### src/rtl/j1850_link_ctrl.sv
module j1850_link_ctrl #(
  parameter int DW = 8
) (
  input  logic          clk,
  input  logic          rst_n,
  input  logic          dat_we,
  input  logic [DW-1:0] dat_wdata,
  input  logic          dat_re,
  output logic [DW-1:0] dat_rdata,
  input  logic          ctl_we,
  input  logic          ctl_ign_in,
  input  logic          ctl_ie_in,
  output logic          ign_msg,
  input  logic          stat_re,
  output logic [2:0]    stat_vec,
  output logic          irq,
  input  logic          sym_sof,
  input  logic          sym_rx_valid,
  input  logic [DW-1:0] sym_rx_byte,
  input  logic          sym_eof,
  input  logic          sym_lost,
  input  logic          sym_tx_rdy,
  output logic          tx_valid,
  output logic [DW-1:0] tx_byte,
  output logic          tx_end
);

  typedef enum logic [1:0] {S_IDLE, S_TX, S_RX} st_t;

  st_t           st;
  logic [DW-1:0] pend, rxbuf;
  logic          pend_full, ie, ign;
  logic          f_eof, f_lost, f_rxf, f_txe;

  wire take_idle = (st == S_IDLE) && !sym_sof && sym_tx_rdy && pend_full;
  wire take_tx   = (st == S_TX) && !sym_lost && sym_tx_rdy && pend_full;
  wire underrun  = (st == S_TX) && !sym_lost && sym_tx_rdy && !pend_full;

  always_ff @(posedge clk) begin
    if (!rst_n) begin
      st <= S_IDLE;
      pend <= '0;
      rxbuf <= '0;
      pend_full <= 1'b0;
      ie <= 1'b0;
      ign <= 1'b0;
      f_eof <= 1'b0;
      f_lost <= 1'b0;
      f_rxf <= 1'b0;
      f_txe <= 1'b0;
      tx_valid <= 1'b0;
      tx_byte <= '0;
      tx_end <= 1'b0;
    end else begin
      tx_valid <= 1'b0;
      tx_end <= 1'b0;
      if (dat_we) begin
        pend <= dat_wdata;
        pend_full <= 1'b1;
        f_txe <= 1'b0;
      end
      if (dat_re) f_rxf <= 1'b0;
      if (stat_re) begin
        if (f_eof) f_eof <= 1'b0;
        else if (f_lost) f_lost <= 1'b0;
      end
      if (ctl_we) begin
        ie <= ctl_ie_in;
        ign <= ctl_ign_in;
      end
      if (sym_sof) ign <= 1'b0;

      if (st == S_IDLE && sym_sof) st <= S_RX;
      if (take_idle || take_tx) begin
        tx_valid <= 1'b1;
        tx_byte <= pend;
        pend_full <= 1'b0;
        f_txe <= 1'b1;
        st <= S_TX;
      end
      if (underrun) begin
        tx_end <= 1'b1;
        st <= S_IDLE;
      end
      if (st == S_TX && sym_lost) begin
        st <= S_RX;
        pend_full <= 1'b0;
        f_lost <= 1'b1;
      end

      if (sym_rx_valid && st != S_TX && !ign) begin
        rxbuf <= sym_rx_byte;
        f_rxf <= 1'b1;
      end
      if (sym_eof) begin
        if (!ign) f_eof <= 1'b1;
        st <= S_IDLE;
      end
    end
  end

  assign dat_rdata = rxbuf;
  assign ign_msg   = ign;
  assign stat_vec  = f_eof ? 3'd4 : f_lost ? 3'd3 : f_rxf ? 3'd2 : f_txe ? 3'd1 : 3'd0;
  assign irq       = ie & (f_eof | f_lost | f_rxf | f_txe);

  p_no_dual_tx_r5: assert property (@(posedge clk) disable iff (!rst_n)
    !(tx_valid && tx_end));

  p_take_sets_empty_r4: assert property (@(posedge clk) disable iff (!rst_n)
    tx_valid |-> f_txe);

  p_sof_clears_ign_r9: assert property (@(posedge clk) disable iff (!rst_n)
    sym_sof |=> !ign_msg);

  p_ign_blocks_rx_r8: assert property (@(posedge clk) disable iff (!rst_n)
    (ign && sym_rx_valid && !f_rxf) |=> !f_rxf);

  p_lost_to_rx_r11: assert property (@(posedge clk) disable iff (!rst_n)
    (st == S_TX && sym_lost && !sym_eof) |=> (st == S_RX && !pend_full && f_lost));

  p_eof_wins_r10: assert property (@(posedge clk) disable iff (!rst_n)
    f_eof |-> stat_vec == 3'd4);

endmodule

### config.mk
export PLATFORM = sky130hd
export DESIGN_NAME = j1850_link_ctrl
export DESIGN_NICKNAME = d
export VERILOG_FILES = /design/src/rtl/j1850_link_ctrl.sv
export SDC_FILE = /design/constraint.sdc
export NUM_CORES = 1
export LEC_CHECK = 0
export BUFFER_PORTS_ARGS = -buffer_cell sky130_fd_sc_hd__buf_4
export CAP_MARGIN = 20
export CORE_MARGIN = 2
export CORE_UTILIZATION = 38
export DETAILED_ROUTE_END_ITERATION = 8
export SLEW_MARGIN = 20
export SYNTH_ARGS = -nofsm -noshare
export SYNTH_HDL_FRONTEND = slang
export SYNTH_SLANG_ARGS = --single-unit
### constraint.sdc
create_clock -name clk -period 3.8 [get_ports clk]
set_input_delay 0.76 -clock clk [delete_from_list [all_inputs] [get_ports clk]]
set_output_delay 0.76 -clock clk [all_outputs]
set_load 0.1 [all_outputs]
==> metrics.cfg, run 1 <==
[job]
maxCapViolations=0

[worst_setup_path]
cp.required_ns=3.04
worstPathArrival_ns=1.34
crit_chain=o41a_1, buf_4
cpPeakStageDelay_ns=0.43
crit_path_end_kind=output pin
worst-path-buf-inv=1
path_delay_family=compound AO/OA/AOI/OAI gates
critical_path_class=reg -> out
crit_path_start_kind=register
crit_slowest_cell=o41a_1
cp_max_fo=3

[cts]
clkSinkCount=35
cts_resized=0
cts_made_buffers=5
clk_path_buf_depth=2
cts_tree=done
clk_pin_slew_ns=0.10
hold_buffers=0
clk-insertion-delay-late_ns=0.33
cts-htree-levels=2
clk_root_buffer_cell=clkbuf_4
cts_setup_buffers=0

[global_route]
grt_pass1_vias=1132
grt_pass1_wl_um=5002
overflow=0
grt_max_degree=24
antenna_found_initial=0
grt_usage=0.1605

[detailed_routing]
drcViolationCount=0
via_per_inst=4.674
drt_wl_total_um=3007
vias=1131
routedWlPerCell_um=12.43
first_iter_violations=45
ant_nets=0
firstDrtPassIters=4

[finish]
area_delta_synth_final_pct=33.42
fin_area_mm2=0.001818
fillCellCount=330
num_antenna_cells=0
nets=224
drive_above_1_share=0.3061

[synth]
netlist_top_cells_area=dfxtp_1 51%, mux2i_1 13%, nand2_1 5.0%, nor2_1 4.4%, a21oi_1 3.7%
synth_edf_count=0
syn_area_mm2=0.001363
avgSynthCellArea_um2=9.269
synth-async-reset-ratio=0
ys_seq_area_frac=0.5142
synth_top_area_share=0.5142
ys_ff_latch=35
yosys_most_used_dff=dfxtp_1
synth_warnings=0
yosysMostFrequentCell=dfxtp_1
postSynthCellCount=147
synth.distinct_cells=28
syn_nets=176
synth_area_leader_cell=dfxtp_1
synth_common_cells=35 x dfxtp_1, 18 x mux2i_1, 18 x nand2_1

[placed_design]
io_buffer_count=51
post_dp_cell_area_mm2=0.001749
gp_congestion=0.7207
dpl.hpwl_um=2174

[pwr]
power_leakage_nw=0.7962
power.total_uw=764.6
peakVddDrop_uv=192.8
pwr_density_cell_mw_per_mm2=420.6

[die]
coreArea_mm2=0.003390
rows=21
die-area_mm2=0.004081
start_util=0.4020
die_x_um=63.88
pin_count=52
die_h_um=63.88

[sta]
timing.hold.ws_ns=0.4660
rsz0062_at_grt=no
fin_tns_setup_ns=0
max_slew_margin=0.5094
setup_viol=0
skew_ns=0.0008213
post-route-period-util=0.5537
max_freq_mhz=475.3
worstMarginPinSlew_ns=0.7351
hold_violations=0
slew_viol_final=0
period_needed_ns=2.104

[min_path]
hp-class=reg -> reg

[status]
outcome=finished clean

==> cell families after synthesis <==
| family | synth area share |
|---|---|
| compound gates | 0.1111 |
| flops | 0.5142 |
| simple gates | 0.1809 |
| buf+inv | 0.05049 |
| mux | 0.1432 |
==> worst min-delay path, delay by kind of cell (launching register included) <==
kind,cells,cell delay (ns)
flops,1,0.32
mux,1,0.05
simple gates,1,0.05
==> flip-flops by register name, summed over array words and instances, names as in the netlist, 2 cells and up <==
name / flops
pend: 8
dat_rdata: 8
tx_byte: 8
st: 2
==> power by group <==
part	total [mW]	switching, mW	internal (mW)	leakage [nW]
clock network	0.225	0.117	0.109	0.0386
registers	0.392	0.00998	0.382	0.287
logic	0.147	0.0997	0.0472	0.471
total	0.765	0.226	0.538	0.796
==> layer usage <==
layer | global-route usage | wire [um] | vias to the layer above
li1 | - | - | 591
met1 | 0.1826 | 1372 | 493
met2 | 0.2552 | 1346 | 41
met3 | 0.07394 | 226 | 6
met4 | 0.07337 | 62 | 0
met5 | 0 | 0 | -
==> metrics by stage <==
stage | setup WS [ns] | util | std cells
CTS | 1.678 | 0.5364 | 242
global route | 1.626 | 0.5364 | 242
detailed placement | 1.747 | 0.5161 | 234
global placement | 1.783 | 0.5161 | 234
floorplan | 1.366 | - | 147
finish | 1.696 | 0.5364 | 242
==> layout make-up <==
type	count	area (um^2)	area share
inverters	4	15.01	0.008259
multi-input cells	98	593.1	0.3262
well taps	46	57.56	0.03166
clock buffers	8	68.82	0.03785
flip-flops and latches	35	700.7	0.3854
repair buffers	51	382.9	0.2106
==> cells in the final DEF (no fill, tap or decap), types with 2 or more instances in the layout <==
master | Yosys | layout
a21oi_1 | 10 | 10
buf_4 | 1 | 51
clkbuf_4 | 0 | 5
clkbuf_8 | 0 | 2
dfxtp_1 | 35 | 35
inv_1 | 4 | 4
mux2i_1 | 18 | 18
nand2_1 | 18 | 18
nand3_1 | 9 | 9
nor2_1 | 16 | 16
nor2b_1 | 3 | 3
o21a_1 | 2 | 2
o21ai_0 | 10 | 10
==> worst paths after layout <==
kind / start / to / slack (ns) / cells past startpoint
setup / recovery: f_txe / irq / 1.70 / 2
hold / removal: tx_byte[1] / tx_byte[1] / 0.47 / 2
setup reg to reg: st[0] / tx_byte[4] / 2.17 / 3
hold reg to reg: tx_byte[1] / tx_byte[1] / 0.47 / 2
(Power assumes the default switching activity.)
==> inputs of run 2 (changes only) <==
--- a/config.mk
+++ b/config.mk
@@ -10,6 +10,7 @@
 export CORE_MARGIN = 2
 export CORE_UTILIZATION = 38
 export DETAILED_ROUTE_END_ITERATION = 8
+export PLACE_DENSITY = 0.67
 export SLEW_MARGIN = 20
 export SYNTH_ARGS = -nofsm -noshare
 export SYNTH_HDL_FRONTEND = slang
==> constraint.sdc (replaced) <==
create_clock -name clk -period 1.79 [get_ports clk]
set_input_delay 0.358 -clock clk [delete_from_list [all_inputs] [get_ports clk]]
set_output_delay 0.358 -clock clk [all_outputs]
set_load 0.1 [all_outputs]
==> run 2 against run 1 <==
Non-clock buffer count increased by 3. First-iteration DRC count decreased by 11%. Clock power increased by 81%. Largest power group unchanged. Die area unchanged. Register-to-register slack got worse by 1.8 ns. Sequential power increased by 110%. Utilization increased by 0.37 points. Sequential cell count unchanged. Critical endpoint unchanged. Count of clock-buffer cells in the layout decreased by 2.
==> metrics.cfg, run 2 (synthesis results as in run 1) <==
[cts]
cts_made_buffers=5  ; unchanged
cts_setup_buffers=0  ; unchanged
clk-insertion-delay-late_ns=0.34  ; about the same
cts_tree=done
clkSinkCount=35  ; unchanged
cts_resized=0  ; unchanged
clk_root_buffer_cell=clkbuf_4
hold_buffers=0  ; unchanged
clk_pin_slew_ns=0.11  ; about the same
clk_path_buf_depth=2  ; unchanged
cts-htree-levels=2  ; unchanged

[global_route]
grt_max_degree=21  ; -13%
overflow=0  ; unchanged
antenna_found_initial=0  ; unchanged
grt_usage=0.1530  ; -0.007479
grt_pass1_vias=1105  ; -2.4%
grt_pass1_wl_um=4809  ; -3.9%

[sta]
hold_violations=0  ; unchanged
rsz0062_at_grt=no
fin_tns_setup_ns=0  ; unchanged
slew_viol_final=0  ; unchanged
timing.hold.ws_ns=0.1913  ; -0.2747 ns
max_freq_mhz=592.4
worstMarginPinSlew_ns=0.4924  ; -0.2427 ns
skew_ns=0.009028  ; +0.008206 ns
setup_viol=0  ; unchanged
max_slew_margin=0.6713  ; +0.1620
period_needed_ns=1.688
post-route-period-util=0.9431

[finish]
mostFrequentLayoutCells=54 x buf_4, 35 x dfxtp_1, 18 x nand2_1, 18 x mux2i_1, 14 x nor2_1
mostFrequentLayoutCell=buf_4
fin_area_mm2=0.001831  ; +0.69%
final_cells=245  ; +1.2%
nets=227  ; +1.3%
area_delta_synth_final_pct=34.34
fillCellCount=312  ; -5.5%
drive_above_1_share=0.3266  ; +0.02051
num_antenna_cells=0  ; unchanged

[die]
start_util=0.4020  ; unchanged
pin_count=52  ; unchanged
die_h_um=63.88  ; unchanged
die_x_um=63.88  ; unchanged
coreArea_mm2=0.003390  ; unchanged
rows=21  ; unchanged
die-area_mm2=0.004081  ; unchanged

[worst_setup_path]
crit_path_end_kind=output pin
critical_path_class=reg -> out
rr_endpoint=tx_byte[0]
reg2regPathDepth=4  ; +1
cp.required_ns=1.43  ; -1.61 ns
reg2reg_from=st[0]
reg2reg_setup_slack_ns=0.40  ; -1.77 ns
worstPathArrival_ns=1.33  ; about the same
crit_path_start_kind=register
cp_max_fo=3  ; unchanged

[detailed_routing]
drcViolationCount=0  ; unchanged
via_per_inst=4.824  ; +3.2%
firstDrtPassIters=4  ; unchanged
routedWlPerCell_um=12.29  ; -1.1%
ant_nets=0  ; unchanged
vias=1182  ; +4.5%
first_iter_violations=40  ; -11%
drt_wl_total_um=3010  ; about the same

[pwr]
pwr_density_cell_mw_per_mm2=850.4  ; +100%
peakVddDrop_uv=446.5  ; +130%
power_leakage_nw=0.8009  ; +0.59%

[min_path]
hp-class=in -> reg
worstHoldEndpoint=ign_msg
hp-start=sym_sof
hold_depth=2  ; unchanged

[placed_design]
post_dp_cell_area_mm2=0.001777  ; +1.6%
io_buffer_count=51  ; unchanged
gp_congestion=0.7210  ; about the same
dpl.hpwl_um=2318  ; +6.6%
dp_cells=237  ; +1.3%

[job]
maxCapViolations=0  ; unchanged

[status]
outcome=finished clean

[run 2: worst max path at each step]
| stage | to | from | cells past startpoint |
|---|---|---|---|
| floorplan | f_rxf | ign_msg | 3 |
| global placement | tx_byte[1] | sym_sof | 5 |
| detailed placement | tx_byte[2] | sym_sof | 5 |
| CTS | irq | f_txe | 2 |
| global route | irq | f_txe | 2 |
| finish | irq | f_txe | 2 |
[run 2: final cells by class]
class	instances	area, um^2	share of cell area
multi-input cells	98	598.1	0.3267
clock inverters	2	12.51	0.006835
well taps	46	57.56	0.03144
clock buffers	6	41.29	0.02256
inverters	4	15.01	0.008202
repair buffers	54	405.4	0.2215
flip-flops and latches	35	700.7	0.3828
[run 2: critical path, cell delays in order (launching register included)]
cell     delay, ns
dfxtp_1       0.35
o41a_1        0.41
buf_4         0.24
[run 2: where the power goes]
group | leakage [nW] | switching [mW] | total (mW) | internal, mW
Sequential | 0.287 | 0.0222 | 0.834 | 0.812
Combinational | 0.486 | 0.212 | 0.315 | 0.103
Clock | 0.0282 | 0.256 | 0.407 | 0.151
Total | 0.801 | 0.490 | 1.56 | 1.07
[run 2: routing by layer]
metal	wire length (um)	GRT usage
met5	0	0
met4	51	0.08967
met3	240	0.04401
met2	1398	0.2539
met1	1320	0.1739
[run 2: per-stage QoR]
| step | power, mW | setup WS, ns | utilization |
|---|---|---|---|
| CTS | 1.578 | 0.08025 | 0.5401 |
| global placement | 1.162 | 0.4027 | 0.5242 |
| floorplan | 1.073 | 0.1813 | - |
| finish | 1.557 | 0.1019 | 0.5401 |
| global route | 1.626 | 0.03926 | 0.5401 |
| detailed placement | 1.170 | 0.3596 | 0.5242 |
==> inputs of run 3 (changes only) <==
--- a/config.mk
+++ b/config.mk
@@ -7,7 +7,6 @@
 export LEC_CHECK = 0
 export BUFFER_PORTS_ARGS = -buffer_cell sky130_fd_sc_hd__buf_4
 export CAP_MARGIN = 20
-export CORE_MARGIN = 2
 export CORE_UTILIZATION = 38
 export DETAILED_ROUTE_END_ITERATION = 8
 export PLACE_DENSITY = 0.67
==> run 3 against run 2 <==
Final cell count down 0.82%. Critical path depth unchanged. Clock power down 9.6%. Largest power group unchanged. Critical endpoint unchanged.
==> metrics.cfg, run 3 (synthesis results as in run 1) <==
[status]
outcome=finished clean

[detailed_routing]
ant_nets=0  ; unchanged
vias=1152  ; -2.5%
drt_wl_total_um=2987  ; -0.76%
via_per_inst=4.741  ; -1.7%
routedWlPerCell_um=12.29  ; about the same
firstDrtPassIters=4  ; unchanged
first_iter_violations=48  ; +20%
drcViolationCount=0  ; unchanged

[placed_design]
gp_congestion=0.7895  ; +9.5%
dp_cells=237  ; unchanged
place_ws_ns=0.3221  ; -0.03759 ns
dpl.hpwl_um=2302  ; -0.72%
io_buffer_count=51  ; unchanged
post_dp_cell_area_mm2=0.001777  ; unchanged

[worst_setup_path]
worstSetupStartpoint=f_txe
reg2regPathDepth=4  ; unchanged
crit_path_end_kind=output pin
reg2reg_setup_slack_ns=0.39  ; about the same
reg2reg_from=st[0]
cp.required_ns=1.43  ; about the same
worstPathArrival_ns=1.31  ; -0.02 ns
endpoint=irq
rr_endpoint=tx_byte[0]
critical_path_class=reg -> out
cp_max_fo=3  ; unchanged
crit_path_start_kind=register

[sta]
period_needed_ns=1.671  ; -0.01675 ns
skew_ns=0.004208  ; -0.004819 ns
slew_viol_final=0  ; unchanged
setup_viol=0  ; unchanged
fin_tns_setup_ns=0  ; unchanged
fin_ws_ns=0.1186  ; +0.01676 ns
rsz0062_at_grt=no
post-route-period-util=0.9337  ; -0.009360
max_freq_mhz=598.3  ; +1.0%
hold_violations=0  ; unchanged
max_slew_margin=0.6808  ; +0.009478
worstMarginPinSlew_ns=0.4782  ; -0.01420 ns

[cts]
cts_setup_buffers=0  ; unchanged
clkSinkCount=35  ; unchanged
hold_buffers=0  ; unchanged
cts_resized=0  ; unchanged
cts_made_buffers=5  ; unchanged
clk_pin_slew_ns=0.09  ; -0.02 ns
cts-htree-levels=2  ; unchanged
clk-insertion-delay-late_ns=0.32  ; -0.02 ns
cts_tree=done
clk_path_buf_depth=2  ; unchanged
clk_root_buffer_cell=clkbuf_4

[global_route]
grt_use_met2=0.3180  ; +0.06407
busiest_layer=met2
use_met1=0.1665  ; -0.007412
antenna_found_initial=0  ; unchanged
grt_pass1_wl_um=4616  ; -4.0%
grt_util_met3=0.06832  ; +0.02431
grt_max_degree=21  ; unchanged
overflow=0  ; unchanged
grt_pass1_vias=1118  ; +1.2%
grt_usage=0.1700  ; +0.01696

[pwr]
power_leakage_nw=0.7968  ; -0.51%
peakVddDrop_uv=382.4  ; -14%
pwr_density_cell_mw_per_mm2=833.9  ; -1.9%
pwr-share-comb=0.207  ; +0.004
seqPwrFrac=0.550  ; +0.014
power_frac_clock=0.242  ; -0.019
sw_frac_of_total=0.3046  ; -0.01034
intPower_mw=1.054  ; -1.1%
power_switching_uw=461.7  ; -5.8%

[die]
die_h_um=61.88  ; -3.1%
coreArea_mm2=0.003390  ; unchanged
start_util=0.4020  ; unchanged
pin_count=52  ; unchanged
die-area_mm2=0.003829  ; -6.2%
rows=21  ; unchanged
die_x_um=61.88  ; -3.1%

[finish]
mostFrequentLayoutCells=54 x buf_4, 35 x dfxtp_1, 18 x nand2_1, 18 x mux2i_1, 14 x nor2_1
num_antenna_cells=0  ; unchanged
area_delta_synth_final_pct=33.42
mostFrequentLayoutCell=buf_4
nets=227  ; unchanged
drive_above_1_share=0.3198  ; -0.006836
final_cells=243  ; -0.82%
fin_area_mm2=0.001818  ; -0.68%

[job]
maxCapViolations=0  ; unchanged

[min_path]
hp-class=in -> reg

[run 3: cell count changes in the layout (fill, tap and decap cells not counted)]
cell / previous run / this run
clkinvlp_4: 1 / 0
clkinv_2: 1 / 0
[run 3: layer usage]
metal	up-vias	routed length (um)
li1	594	-
met1	505	1219
met2	48	1485
met3	5	241
met4	0	40
met5	-	0
[run 3: per-stage QoR]
stage / hold WS (ns) / util / power [mW]
after detailed placement: 0.4499 / 0.5242 / 1.169
after floorplan: 0.4348 / - / 1.073
after CTS: 0.1753 / 0.5364 / 1.542
final: 0.1948 / 0.5364 / 1.516
after global placement: 0.4474 / 0.5242 / 1.161
after global routing: 0.1803 / 0.5364 / 1.595
[run 3: power groups by stage]
stage          Sequential [mW]  Clock, mW  Combinational, mW
3_5_place_dp             0.852          0              0.317
2_1_floorplan            0.947          0              0.125
4_1_cts                  0.834      0.390              0.318
5_1_grt                  0.838      0.420              0.337
6_report                 0.834      0.368              0.314
3_3_place_gp             0.850          0              0.311
[run 3: worst max-delay path, stage by stage, from the launching register on]
cell and delay, ns:
dfxtp_1 0.34, o41a_1 0.41, buf_4 0.24
[run 3: worst min path at each step]
stage | cells after the start | startpoint | slack, ns | endpoint
2_1_floorplan | 1 | sym_sof | 0.43 | ign_msg
3_3_place_gp | 2 | pend[5] | 0.45 | tx_byte[5]
3_5_place_dp | 2 | tx_byte[1] | 0.45 | tx_byte[1]
4_1_cts | 2 | sym_sof | 0.18 | ign_msg
5_1_grt | 2 | sym_sof | 0.18 | ign_msg
6_report | 2 | sym_sof | 0.19 | ign_msg
[run 3: layout make-up]
cell class,instances,area [um^2]
inverters,4,15.01
well taps,46,57.56
fillers,327,1572
repair buffers,54,405.4
multi-input cells,98,598.1
clock buffers,6,41.29
flip-flops and latches,35,700.7
